==> src/rtl/dcg_pkg.sv <==
`timescale 1ns/1ps
package dcg_pkg;
    typedef enum logic [1:0] {
        CMD_OTHER = 2'd0,
        CMD_ACT   = 2'd1,
        CMD_RD    = 2'd2,
        CMD_WR    = 2'd3
    } cmd_kind_e;
endpackage

==> src/rtl/dcg_gap_tracker.sv <==
`timescale 1ns/1ps
// Minimum-spacing tracker for one command class: remembers the age and
// bank group of the last issued command and picks the short or long limit.
module dcg_gap_tracker #(
    parameter int unsigned GROUPS = 4,
    parameter int unsigned SHORT  = 4,
    parameter int unsigned LONG   = 6,
    parameter int unsigned GRP_W  = 2
) (
    input  logic             clk,
    input  logic             rst_n,
    input  logic [GRP_W-1:0] grp,
    input  logic             fire,
    output logic             ok
);
    localparam int unsigned MAXL = (LONG > SHORT) ? LONG : SHORT;
    localparam int unsigned AW   = $clog2(MAXL + 1);
    localparam logic [AW-1:0] SHORT_C = AW'(SHORT);
    localparam logic [AW-1:0] LONG_C  = AW'(LONG);
    localparam logic [AW-1:0] MAX_C   = AW'(MAXL);

    typedef struct packed {
        logic             seen;
        logic [GRP_W-1:0] grp;
        logic [AW-1:0]    age;
    } gap_st_t;

    gap_st_t     st_d, st_q;
    logic [AW-1:0] need;

    always_comb begin
        st_d = st_q;
        if (GROUPS != 0 && st_q.grp == grp) need = LONG_C;
        else                                 need = SHORT_C;
        ok = !st_q.seen || (st_q.age >= need);
        if (fire) begin
            st_d.seen = 1'b1;
            st_d.grp  = grp;
            st_d.age  = AW'(1);
        end else if (st_q.age != MAX_C) begin
            st_d.age = st_q.age + 1'b1;
        end
    end

    always_ff @(posedge clk) begin
        if (!rst_n) st_q <= '0;
        else        st_q <= st_d;
    end
endmodule

==> src/rtl/dcg_act_window.sv <==
`timescale 1ns/1ps
// Rolling activation window: ring of per-activate ages; the slot under the
// write pointer is the oldest once the ring is full.
module dcg_act_window #(
    parameter int unsigned FAW       = 26,
    parameter int unsigned ACT_LIMIT = 4
) (
    input  logic clk,
    input  logic rst_n,
    input  logic fire,
    output logic ok
);
    localparam int unsigned AW = $clog2(FAW + 1);
    localparam int unsigned PW = (ACT_LIMIT > 1) ? $clog2(ACT_LIMIT) : 1;
    localparam logic [AW-1:0] FAW_C  = AW'(FAW);
    localparam logic [PW-1:0] LAST_P = PW'(ACT_LIMIT - 1);

    typedef struct packed {
        logic [ACT_LIMIT-1:0]         vld;
        logic [ACT_LIMIT-1:0][AW-1:0] age;
        logic [PW-1:0]                ptr;
    } win_st_t;

    win_st_t st_d, st_q;
    logic [ACT_LIMIT-1:0] slot_open;

    for (genvar gi = 0; gi < ACT_LIMIT; gi++) begin : g_slot
        assign slot_open[gi] = !st_q.vld[gi] || (st_q.age[gi] >= FAW_C);
    end

    always_comb begin
        st_d = st_q;
        ok   = slot_open[st_q.ptr];
        for (int i = 0; i < ACT_LIMIT; i++) begin
            if (st_q.age[i] != FAW_C) st_d.age[i] = st_q.age[i] + 1'b1;
        end
        if (fire) begin
            st_d.vld[st_q.ptr] = 1'b1;
            st_d.age[st_q.ptr] = AW'(1);
            st_d.ptr = (st_q.ptr == LAST_P) ? '0 : st_q.ptr + 1'b1;
        end
    end

    always_ff @(posedge clk) begin
        if (!rst_n) st_q <= '0;
        else        st_q <= st_d;
    end
endmodule

==> src/rtl/dram_cmd_gate.sv <==
`timescale 1ns/1ps
module dram_cmd_gate #(
    parameter int unsigned NUM_BANKS  = 16,
    parameter int unsigned NUM_GROUPS = 4,
    parameter int unsigned CCD_S      = 4,
    parameter int unsigned CCD_L      = 6,
    parameter int unsigned RRD_S      = 4,
    parameter int unsigned RRD_L      = 6,
    parameter int unsigned FAW        = 26,
    parameter int unsigned ACT_LIMIT  = 4,
    localparam int unsigned BANK_W    = $clog2(NUM_BANKS)
) (
    input  logic              clk,
    input  logic              rst_n,
    input  logic              cmd_valid,
    input  logic [1:0]        cmd_kind,
    input  logic [BANK_W-1:0] cmd_bank,
    output logic              cmd_ok,
    output logic              cmd_violation
);
    import dcg_pkg::*;

    localparam int unsigned GRP_W = (NUM_GROUPS > 1) ? $clog2(NUM_GROUPS) : 1;
    localparam int unsigned G_DIV = (NUM_GROUPS > 0) ? NUM_GROUPS : 1;
    localparam int unsigned BPG   = (NUM_BANKS / G_DIV > 0) ? NUM_BANKS / G_DIV : 1;

    typedef struct packed {
        logic viol;
    } top_st_t;

    top_st_t          st_d, st_q;
    cmd_kind_e        kind;
    logic [GRP_W-1:0] grp;
    logic             is_act, is_cas;
    logic             cas_ok, rrd_ok, faw_ok;
    logic             fire_cas, fire_act;

    if (NUM_GROUPS > 0) begin : g_grouped
        logic [31:0] bank_ext;
        assign bank_ext = 32'(cmd_bank);
        assign grp      = GRP_W'(bank_ext / 32'(BPG));
    end else begin : g_flat
        assign grp = '0;
    end

    dcg_gap_tracker #(
        .GROUPS(NUM_GROUPS), .SHORT(CCD_S), .LONG(CCD_L), .GRP_W(GRP_W)
    ) u_cas_gap (
        .clk(clk), .rst_n(rst_n), .grp(grp), .fire(fire_cas), .ok(cas_ok)
    );

    dcg_gap_tracker #(
        .GROUPS(NUM_GROUPS), .SHORT(RRD_S), .LONG(RRD_L), .GRP_W(GRP_W)
    ) u_act_gap (
        .clk(clk), .rst_n(rst_n), .grp(grp), .fire(fire_act), .ok(rrd_ok)
    );

    dcg_act_window #(
        .FAW(FAW), .ACT_LIMIT(ACT_LIMIT)
    ) u_act_win (
        .clk(clk), .rst_n(rst_n), .fire(fire_act), .ok(faw_ok)
    );

    always_comb begin
        kind   = cmd_kind_e'(cmd_kind);
        is_act = (kind == CMD_ACT);
        is_cas = (kind == CMD_RD) || (kind == CMD_WR);
        if (is_act)      cmd_ok = rrd_ok && faw_ok;
        else if (is_cas) cmd_ok = cas_ok;
        else             cmd_ok = 1'b1;
        fire_cas = cmd_valid && is_cas && cas_ok;
        fire_act = cmd_valid && is_act && rrd_ok && faw_ok;
        st_d.viol = cmd_valid && !cmd_ok;
    end

    always_ff @(posedge clk) begin
        if (!rst_n) st_q <= '0;
        else        st_q <= st_d;
    end

    assign cmd_violation = st_q.viol;
endmodule

==> config.mk <==
export PLATFORM = sky130hd
export DESIGN_NAME = dram_cmd_gate
export DESIGN_NICKNAME = d
export VERILOG_FILES = /design/src/rtl/dcg_pkg.sv /design/src/rtl/dcg_gap_tracker.sv /design/src/rtl/dcg_act_window.sv /design/src/rtl/dram_cmd_gate.sv
export SDC_FILE = /design/constraint.sdc
export NUM_CORES = 1
export LEC_CHECK = 0
export ABC_CLOCK_PERIOD_IN_PS = 4000
export CAP_MARGIN = 20
export CORE_MARGIN = 2
export CORE_UTILIZATION = 63
export CTS_CLUSTER_DIAMETER = 30
export DETAILED_ROUTE_END_ITERATION = 8
export MAX_ROUTING_LAYER = met4
export PLACE_DENSITY = 0.92
export SYNTH_ARGS = -nofsm -noshare
export SYNTH_HDL_FRONTEND = slang
export SYNTH_SLANG_ARGS = --single-unit
==> constraint.sdc <==
create_clock -name clk -period 4 [get_ports clk]
set_input_delay 0.6 -clock clk [delete_from_list [all_inputs] [get_ports clk]]
set_output_delay 0.6 -clock clk [all_outputs]
set_load 0.05 [all_outputs]
==> results of run 1 <==
-- power breakdown --
group / total (mW) / internal [mW] / leakage, nW / switching, mW
combinational: 0.0991 / 0.0468 / 0.528 / 0.0523
clock: 0.237 / 0.104 / 0.0386 / 0.133
sequential: 0.429 / 0.409 / 0.319 / 0.0200
total: 0.765 / 0.559 / 0.885 / 0.206
-- through the flow --
step | cells | utilization, %
2_1_floorplan | 230 | -
3_3_place_gp | 278 | 70.21
3_5_place_dp | 278 | 70.21
4_1_cts | 286 | 72.48
5_1_grt | 286 | 72.48
6_report | 286 | 72.48
-- cell usage in the layout, fill, tap and decap left out, types with 2 or more instances in the layout --
master	instances
clkdlybuf4s50_1	7
inv_1	17
clkbuf_8	2
xnor2_1	14
o21ai_0	8
clkbuf_4	5
a22o_1	2
nand2b_1	2
o311ai_0	2
a21boi_0	2
o311ai_1	2
nor2_1	22
o21a_1	9
and2_1	3
nor3b_1	2
nand4_1	2
nor2b_1	3
ha_1	18
a21oi_1	7
dfxtp_1	39
mux2i_1	4
xor2_1	4
nand2_1	30
nand3_1	18
nor3_1	5
-- logic make-up after synthesis --
kind of cell	synth area share (%)
AOI/OAI and AO/OA	13.58
xor gates and xnor gates	7.885
adders and majority gates	11.26
buffers and inverters	4.505
DFF	39.05
muxes	2.003
and+or+nand+nor	21.71
-- registers in the layout, indices dropped and copies added (netlist names) --
name,cells
u_cas_gap.st_q,6
u_act_win.st_q,26
u_act_gap.st_q,6
cmd_violation,1
-- worst paths after layout --
check                                       start                end  slack [ns]  cells after the start
worst max-delay path                  cmd_bank[2]             cmd_ok        0.49                     10
worst min-delay path            u_act_gap.st_q[5]  u_act_gap.st_q[5]        0.48                      1
worst max register to register  u_act_gap.st_q[3]  u_act_win.st_q[0]        1.68                      8
worst min register to register  u_act_gap.st_q[5]  u_act_gap.st_q[5]        0.48                      1
-- layout make-up --
cell class	instances	area, µm²	share of cell area, %
sequential	39	780.7	35.58
multi-input combinational	169	1129	51.43
clock buffer	8	68.82	3.136
timing repair buffer	9	97.59	4.447
tap	44	55.05	2.509
inverter	17	63.81	2.908
-- metal layers --
layer / routed length (µm) / vias to the layer above / track usage (%)
met5: 0 / - / -
met4: 74 / 0 / 10.48
met3: 78 / 7 / 5.757
met2: 1783 / 10 / 34.94
met1: 1654 / 727 / 25.97
li1: - / 801 / -
==> flow_summary.yaml, run 1 <==
worst_setup_path:
  critPathBufInv: 2
  cp-start-kind: "input pin"
  cpMaxStageDelayCell: "clkdlybuf4s50_1"
  max_stage_delay_ns: 0.57
  critical_path.max_fanout: 5
  crit_arrival_ns: 2.91
  cp_top_family: "buffers and inverters"
  crit_type: "input pin to output pin"
  required_ns: 3.40
  cp-end-kind: "output pin"
  cp_cell_sequence: "clkdlybuf4s50_1 -> xor2_1 -> nor2_1 -> ha_1 -> nand2b_1 -> a21boi_0 -> o211ai_2 -> or2_2 -> a22oi_1 -> buf_12"
cts:
  clock_tree.root_cell: "clkbuf_4"
  cts_tree: "yes"
  postCtsSetupBuffers: 0
  cts_resized: 0
  h-tree-depth: 2
  numCtsBuffers: 5
  clock_latency_ns: 0.36
  hold_buffers: 0
  cts_sinks: 39
  clkTransAtPathRegs_ns: 0.12
  clk_path_buf_depth: 2
grt:
  grt_usage_pct: 22.03
  grt_antenna_before_repair: 0
  grt_start_max_net_pins: 30
  grt_pass1_wl_mm: 5.761
  overflow: 0
  grt_pass1_vias: 1376
die:
  rows: 20
  dieArea_um2: 3640
  core_um2: 3028
  initial_core_util_pct: 66.03
  die_h_um: 60.34
  ioPinCount: 11
  die_x_um: 60.34
layout:
  syn_to_final_growth_pct: 9.762
  drive_above_1_share_pct: 6.198
  layout.nets: 268
  nFillCells: 211
  n_antenna_cell: 0
  final_cell_area_um2: 2195
yosys:
  ys_top_cells_by_area: "dfxtp_1, ha_1, xnor2_1"
  yosysTopAreaCell: "dfxtp_1"
  syn_area_per_cell_um2: 8.693
  synthesis.nets: 257
  yosys-top-cells-count: "dfxtp_1, nand2_1, nor2_1, ha_1, nand3_1"
  synth_cells: 230
  synth.distinct_cells: 34
  synth_warnings: 0
  yosysTopAreaCellShare_pct: 39.05
  syn_area_um2: 1999
  synth_edf_count: 0
  ys_seq_area_share_pct: 39.05
  ys_seq_elements: 39
  synth_ff_type: "dfxtp_1"
  synth.most_common_cell: "dfxtp_1"
  async_flop_share_pct: 0
power_and_ir_drop:
  ir_worst_vdd_uv: 324.0
  power_leakage_nw: 0.8851
  powerDensity_nw_per_um2: 348.5
  power_mw: 0.7648
routing:
  postRouteAntennaNets: 0
  drt-total-wl_mm: 3.590
  drt_iter0_drc: 69
  firstDrtPassIters: 4
  vias: 1545
  vias_per_cell: 5.402
  remaining_drc_errors: 0
  wl_per_cell_um: 12.55
timing:
  finalCritPeriodShare_pct: 87.77
  hold-worst-slack_ns: 0.4777
  maxSlewHeadroom_pct: 37.28
  setup_ws_ns: 0.4891
  clock_skew_ns: 0.005908
  rsz0062_at_grt: "false"
  setup_viol_count_final: 0
  clock.fmax_mhz: 284.8
  hold_viol: 0
  tightest_slew_ns: 0.9378
  drv_slew: 0
  period_needed_ns: 3.511
  final.setup.tns_ns: 0
job:
  cap_violations: 0
placed_design:
  hpwlAfterDp_mm: 2.555
  post-place-ws_ns: 0.4713
  place_area_um2: 2126
  portBuffers: 8
  gp_congestion: 0.8267
run_status:
  outcome: "finished, final reports clean"
worst_hold_path:
  hp-class: "flop to flop"
Note: power is estimated with default switching activity, not from simulation.
==> run 2: changes to the inputs <==
--- a/config.mk
+++ b/config.mk
@@ -11,6 +11,7 @@
 export CORE_UTILIZATION = 63
 export CTS_CLUSTER_DIAMETER = 30
 export DETAILED_ROUTE_END_ITERATION = 8
+export GPL_ROUTABILITY_DRIVEN = 0
 export MAX_ROUTING_LAYER = met4
 export PLACE_DENSITY = 0.92
 export SYNTH_ARGS = -nofsm -noshare
==> results of run 2 <==
The final DEF is identical to that of run 1; final timing and power are the same.
